**src/rtl/sdcmd_pkg.sv**
```systemverilog
package sdcmd_pkg;

    typedef enum logic [2:0] {
        K_NOP = 3'd0,
        K_ACT = 3'd1,
        K_RD  = 3'd2,
        K_WR  = 3'd3,
        K_PRE = 3'd4,
        K_REF = 3'd5,
        K_MRS = 3'd6
    } cmd_kind_e;

    typedef enum logic [1:0] {
        P_RUN    = 2'd0,
        P_PRE_PD = 2'd1,
        P_ACT_PD = 2'd2
    } pwr_e;

    function automatic cmd_kind_e decode_code(input logic [3:0] code);
        cmd_kind_e k;
        case (code)
            4'b0011: k = K_ACT;
            4'b0101: k = K_RD;
            4'b0100: k = K_WR;
            4'b0010: k = K_PRE;
            4'b0001: k = K_REF;
            4'b0000: k = K_MRS;
            default: k = K_NOP;
        endcase
        return k;
    endfunction

endpackage

```
**src/rtl/sdcmd_decode.sv**
```systemverilog
module sdcmd_decode
    import sdcmd_pkg::*;
#(
    parameter int ADDR_W = 14,
    parameter int AP_BIT = 10
) (
    input  logic              cs_n,
    input  logic              ras_n,
    input  logic              cas_n,
    input  logic              we_n,
    input  logic [ADDR_W-1:0] addr,
    output cmd_kind_e         kind,
    output logic              is_access,
    output logic              ap_bit
);
    always_comb begin
        kind      = decode_code({cs_n, ras_n, cas_n, we_n});
        is_access = (kind == K_RD) || (kind == K_WR);
        ap_bit    = addr[AP_BIT];
    end
endmodule

```
**src/rtl/sdcmd_bank_file.sv**
```systemverilog
module sdcmd_bank_file #(
    parameter int BANKS  = 4,
    parameter int ADDR_W = 14
) (
    input  logic                         clk,
    input  logic                         rst,
    input  logic [BANKS-1:0]             set_en,
    input  logic [BANKS-1:0]             clr_en,
    input  logic [ADDR_W-1:0]            row_in,
    output logic [BANKS-1:0]             open_q,
    output logic [BANKS-1:0][ADDR_W-1:0] row_q
);
    for (genvar g = 0; g < BANKS; g++) begin : g_bank
        always_ff @(posedge clk) begin
            if (rst) begin
                open_q[g] <= 1'b0;
                row_q[g]  <= '0;
            end else if (set_en[g]) begin
                open_q[g] <= 1'b1;
                row_q[g]  <= row_in;
            end else if (clr_en[g]) begin
                open_q[g] <= 1'b0;
            end
        end
    end
endmodule

```
**src/rtl/sdcmd_power.sv**
```systemverilog
module sdcmd_power
    import sdcmd_pkg::*;
#(
    parameter int ACC_CYC = 4
) (
    input  logic clk,
    input  logic rst,
    input  logic cke,
    input  logic any_open,
    input  logic acc_start,
    output pwr_e pwr,
    output logic accept,
    output logic cke_viol
);
    localparam int CNT_W = $clog2(ACC_CYC + 1);
    localparam logic [CNT_W-1:0] CNT_LOAD = CNT_W'(ACC_CYC);

    logic [CNT_W-1:0] busy_cnt;
    logic             busy;

    always_comb begin
        busy     = (busy_cnt != '0);
        accept   = (pwr == P_RUN) && cke;
        cke_viol = (pwr == P_RUN) && !cke && busy;
    end

    always_ff @(posedge clk) begin
        if (rst) begin
            pwr      <= P_RUN;
            busy_cnt <= '0;
        end else begin
            if (acc_start)
                busy_cnt <= CNT_LOAD;
            else if (busy)
                busy_cnt <= busy_cnt - 1'b1;

            case (pwr)
                P_RUN: if (!cke && !busy) pwr <= any_open ? P_ACT_PD : P_PRE_PD;
                default: if (cke) pwr <= P_RUN;
            endcase
        end
    end
endmodule

```
**src/rtl/sdcmd_tracker.sv**
```systemverilog
module sdcmd_tracker
    import sdcmd_pkg::*;
#(
    parameter int BANKS   = 4,
    parameter int ADDR_W  = 14,
    parameter int AP_BIT  = 10,
    parameter int ACC_CYC = 4,
    localparam int BA_W   = $clog2(BANKS)
) (
    input  logic              clk,
    input  logic              rst,
    input  logic              cke,
    input  logic              cs_n,
    input  logic              ras_n,
    input  logic              cas_n,
    input  logic              we_n,
    input  logic [BA_W-1:0]   ba,
    input  logic [ADDR_W-1:0] addr,
    output logic              cmd_stb,
    output logic [2:0]        cmd_kind,
    output logic [BA_W-1:0]   cmd_bank,
    output logic [ADDR_W-1:0] cmd_addr,
    output logic              cmd_ap,
    output logic [ADDR_W-1:0] acc_row,
    output logic [BA_W-1:0]   mr_sel,
    output logic              viol,
    output logic [BANKS-1:0]  bank_open,
    output logic [1:0]        pwr_state
);
    cmd_kind_e                   kind;
    logic                        is_access, ap_bit;
    pwr_e                        pwr;
    logic                        accept, cke_viol;
    logic [BANKS-1:0][ADDR_W-1:0] rows;
    logic [BANKS-1:0]            set_en, clr_en, ba_hot;
    logic                        hit_open, legal, go, reject, acc_start;

    sdcmd_decode #(.ADDR_W(ADDR_W), .AP_BIT(AP_BIT)) u_dec (
        .cs_n(cs_n), .ras_n(ras_n), .cas_n(cas_n), .we_n(we_n), .addr(addr),
        .kind(kind), .is_access(is_access), .ap_bit(ap_bit)
    );

    sdcmd_bank_file #(.BANKS(BANKS), .ADDR_W(ADDR_W)) u_banks (
        .clk(clk), .rst(rst), .set_en(set_en), .clr_en(clr_en),
        .row_in(addr), .open_q(bank_open), .row_q(rows)
    );

    sdcmd_power #(.ACC_CYC(ACC_CYC)) u_pwr (
        .clk(clk), .rst(rst), .cke(cke), .any_open(|bank_open),
        .acc_start(acc_start), .pwr(pwr), .accept(accept), .cke_viol(cke_viol)
    );

    always_comb begin
        ba_hot   = '0;
        ba_hot[ba] = 1'b1;
        hit_open = bank_open[ba];
        case (kind)
            K_ACT:      legal = !hit_open;
            K_RD, K_WR: legal = hit_open;
            default:    legal = 1'b1;
        endcase
        go        = accept && (kind != K_NOP) && legal;
        reject    = accept && (kind != K_NOP) && !legal;
        acc_start = go && is_access;
        set_en    = (go && kind == K_ACT) ? ba_hot : '0;
        clr_en    = '0;
        if (go && kind == K_PRE)
            clr_en = ap_bit ? '1 : ba_hot;
        else if (acc_start && ap_bit)
            clr_en = ba_hot;
    end

    assign pwr_state = pwr;

    always_ff @(posedge clk) begin
        if (rst) begin
            cmd_stb  <= 1'b0;
            cmd_kind <= K_NOP;
            cmd_bank <= '0;
            cmd_addr <= '0;
            cmd_ap   <= 1'b0;
            acc_row  <= '0;
            mr_sel   <= '0;
            viol     <= 1'b0;
        end else begin
            cmd_stb  <= go;
            cmd_kind <= go ? kind : K_NOP;
            cmd_bank <= go ? ba : '0;
            cmd_addr <= go ? addr : '0;
            cmd_ap   <= go && (is_access || kind == K_PRE) && ap_bit;
            acc_row  <= acc_start ? rows[ba] : '0;
            mr_sel   <= (go && kind == K_MRS) ? ba : '0;
            viol     <= reject || cke_viol;
        end
    end
endmodule

```
**config.mk**
```make
export PLATFORM = sky130hd
export DESIGN_NAME = sdcmd_tracker
export DESIGN_NICKNAME = d
export VERILOG_FILES = /design/src/rtl/sdcmd_pkg.sv /design/src/rtl/sdcmd_decode.sv /design/src/rtl/sdcmd_bank_file.sv /design/src/rtl/sdcmd_power.sv /design/src/rtl/sdcmd_tracker.sv
export SDC_FILE = /design/constraint.sdc
export NUM_CORES = 1
export LEC_CHECK = 0
export CAP_MARGIN = 20
export CORE_ASPECT_RATIO = 1.1
export CORE_MARGIN = 2
export CORE_UTILIZATION = 40
export CTS_CLUSTER_DIAMETER = 200
export DETAILED_ROUTE_END_ITERATION = 7
export GPL_TIMING_DRIVEN = 0
export SYNTH_ARGS = -nofsm -noshare
export SYNTH_HDL_FRONTEND = slang
export SYNTH_SLANG_ARGS = --single-unit
```
**constraint.sdc**
```tcl
create_clock -name clk -period 2.31 [get_ports clk]
set_input_delay 0.462 -clock clk [delete_from_list [all_inputs] [get_ports clk]]
set_output_delay 0.462 -clock clk [all_outputs]
set_load 0.05 [all_outputs]
```
==> impl_results.md, run 1 <==
* Filler instances at 925
* FP Rows at 38
* Slew HR at 51.66%
* Drc violations at 0
* Commonest non-fill, non-tap cell in the layout: dfxtp_1
* Ranking of synthesized cells by area: dfxtp_1 (51%), mux4_2 (8.4%), nand2_1 (8.3%)
* Multi-input gate area at 0.001854 mm^2
* Worst Hold Depth at 4
* Avg Inst Size Synth at 9.686 um^2
* First-pass GRT wire length at 16190 um
* Worst endpoint required time at 2.55 ns
* First drt pass iteration count at 4
* R2r setup slk at 0.25 ns
* Cell area after synthesis at 0.004039 mm^2
* Final worst slack at 0.01748 ns
* Buf/Inv on CP at 2
* Initial core utilization at 41.04%
* Total GRT Usage at 19.40%
* Number of synthesized register bits at 103
* Num CTS Buffers at 9
* Max Root-Sink Buffers at 2
* RSZ-0062 raised after global routing: yes
* Routed via count at 3170
* Outcome: completed
* Crit path max-delay family: simple AND/OR/NAND/NOR gates
* Netlist cell types at 45
* Worst Path Max Fanout at 10
* Worst hold slack at 0.4314 ns
* Critical Path AT at 2.53 ns
* Crit Path Class: primary input to flip-flop
* Register clock-pin slew on the reported worst setup and hold paths at 0.10 ns
* Ys Warns at 0
* Largest net degree at the start of global routing at 20
* Number of I/O port buffers at 62
* Total power at 3.527 mW
* Initial DRC count at 229
* Die height at 109.4 um
* Ratio of cells with drive above 1 in the final layout at 11.79%
* Drt wl/cell at 16.31 um
* Commonest non-fill, non-tap cells in the layout: dfxtp_1 (103), nand2_1 (89), clkdlybuf4s50_1 (61)
* Peak Freq at 436.2 MHz
* Crit-path cells: clkdlybuf4s50_1 -> or3b_4 -> or4_1 -> clkbuf_4 -> nand2_1 -> a21oi_1
* Die area at 0.01092 mm^2
* Final ANT Viol Nets at 0
* Synth-to-Final Area Change at 25.34%
* Sequential element share of the synthesized area at 51.05%
* Hpwl dp at 6810 um
* CP peak stage delay at 0.64 ns
* Max stage delay cell, worst path: or4_1
* EDFF count, synth at 0
* Chip width at 99.81 um
* Min-delay src: ba[1]
* Peak VDD IR at 0.0003027 V
* Clock Sinks at 103
* Worst r2r src: u_pwr.pwr[1]
* Synth Flop Type: dfxtp_1
* Area leader, netlist: dfxtp_1
* Hold crit path type: primary input to flip-flop
* Setup WS pre-CTS at -0.5221 ns
* Max Transition Viols Final at 0
* Ports at 67
* Crit path capture type: flip-flop
* GRT overflow at 0
* Initial antenna violation count at 0
* Actual slew at the worst max-slew pin at 0.7252 ns
* Leakage at 1.840 nW
* Post-Layout Cell Count at 612
* Fin Clk Skew at 0.006642 ns
* H-tree depth at 3
* Core Box Area at 0.009842 mm^2
* Yosys top cell area share at 51.05%
* GP Congestion at 0.8537
* Async S/R FF share, synth at 0%
* Final hold violation count at 0
* Vias/cell at 5.180
* Placed cell count at 599
* Nets at 512
* Final WL at 9981 um
* Syn Nets at 442
* Clk_lat worst skew at 0.37 ns
* Register area at 0.002062 mm^2
* Hold EP: u_banks.row_q[14]
* CTS tree: yes
* Reg-to-reg endpoint: u_banks.row_q[22]
* Mapped Cells at 417
* PwrDens at 696.8 mW/mm^2
* Vias in the first global route at 3121
* CP Launch Type: primary input
* Period utilization at 99.24%
* Ant. Diodes at 0
* Max-Cap Viols at 0
* Final setup fails at 0
* Post-layout min period at 2.293 ns
* Worst Reg-to-Reg Cells at 5
* CTS Root Cell: clkbuf_8
* Final setup TNS at 0 ns
[cells in the mapped netlist (2+ instances only)]
cell and count:
mux2i_1 14, nor2_1 21, nor3b_1 3, buf_2 10, clkbuf_1 16, a211oi_1 2
ha_1 2, and3_1 4, nand3_1 4, xnor2_1 2, nor3_1 5, nand4_1 3
nor4_1 6, or4_1 2, a32oi_1 2, nand2_1 89, dfxtp_1 103, o31ai_1 2
nor4_2 2, mux4_2 15, buf_6 3, nor2b_1 18, nand2b_1 4, and2_1 17
inv_1 3, a21oi_1 46
[how the worst max path moves through the flow]
stage / start / endpoint / slack [ns] / cells past startpoint
floorplan: u_pwr.pwr[1] / u_banks.row_q[19] / 0.27 / 6
global placement: ras_n / acc_row[4] / -0.52 / 7
detailed placement: we_n / u_banks.row_q[52] / -0.52 / 6
CTS: cke / u_banks.row_q[24] / 0.03 / 7
global route: cke / u_banks.row_q[51] / -0.04 / 6
finish: cke / u_banks.row_q[22] / 0.02 / 6
[power breakdown]
group          total, mW  switching (mW)  leakage (nW)  internal [mW]
logic              0.485           0.291         0.901          0.194
clock network       1.19           0.668         0.108          0.526
registers           1.85          0.0271         0.831           1.82
[routing by layer]
metal,routed length (um),share of wire (%),GRT usage [%],vias to the layer above
met5,0,0,0,-
met4,148,1.5,7.534,0
met3,634,6.4,2.797,10
met2,4843,49,32.09,104
met1,4355,44,25.79,1486
li1,-,-,-,1570
[area by class of cell]
cell class | count | share of cell area [%]
clock inverter | 7 | 1.730
inverter | 4 | 0.2966
multi-input combinational | 281 | 36.63
buffer | 25 | 2.743
clock buffer | 9 | 2.447
tap | 120 | 2.966
sequential | 103 | 40.73
timing repair buffer | 63 | 12.46
[cell families after synthesis]
kind of cell	synth area share, %
flops	51.05
mux	12.21
buf+inv	3.934
compound gates	8.860
fa+ha+maj	0.6195
simple gates	22.89
xor+xnor	0.4338
[registers in the layout (all words and copies together), names as in the netlist]
register	flops
acc_row	14
cmd_addr	14
cmd_ap	1
cmd_bank	2
cmd_kind	3
cmd_stb	1
mr_sel	2
u_banks.open_q	4
u_banks.row_q	56
u_pwr.busy_cnt	3
u_pwr.pwr	2
viol	1
[metrics by stage]
step,util (%),cell area [um^2]
after floorplan,-,4039
after global placement,48.87,4810
after detailed placement,48.87,4810
after CTS,51.25,5044
after global routing,51.44,5062
final,51.44,5062
[what timing repair did]
item                       4_1_cts  5_1_grt
setup endpoints to repair       48       45
buffers inserted                 1        0
pin swaps                        1        0
resized for setup                6        7
hold buffers                     0        0
[worst reg2reg max path: stages, from the launching register on]
cell and delay [ns]:
dfxtp_1 0.39, or3b_4 0.47, or4_1 0.64, clkbuf_4 0.27
nand2_1 0.10, a21oi_1 0.06
Note: power is estimated with default switching activity, not from simulation.
==> run 2, diff against run 1 <==
Settings changed: CTS_BUF_LIST set to sky130_fd_sc_hd__clkbuf_4 sky130_fd_sc_hd__clkbuf_8.
==> results of run 2 <==
Final layout, timing and power as in run 1 (identical DEF).
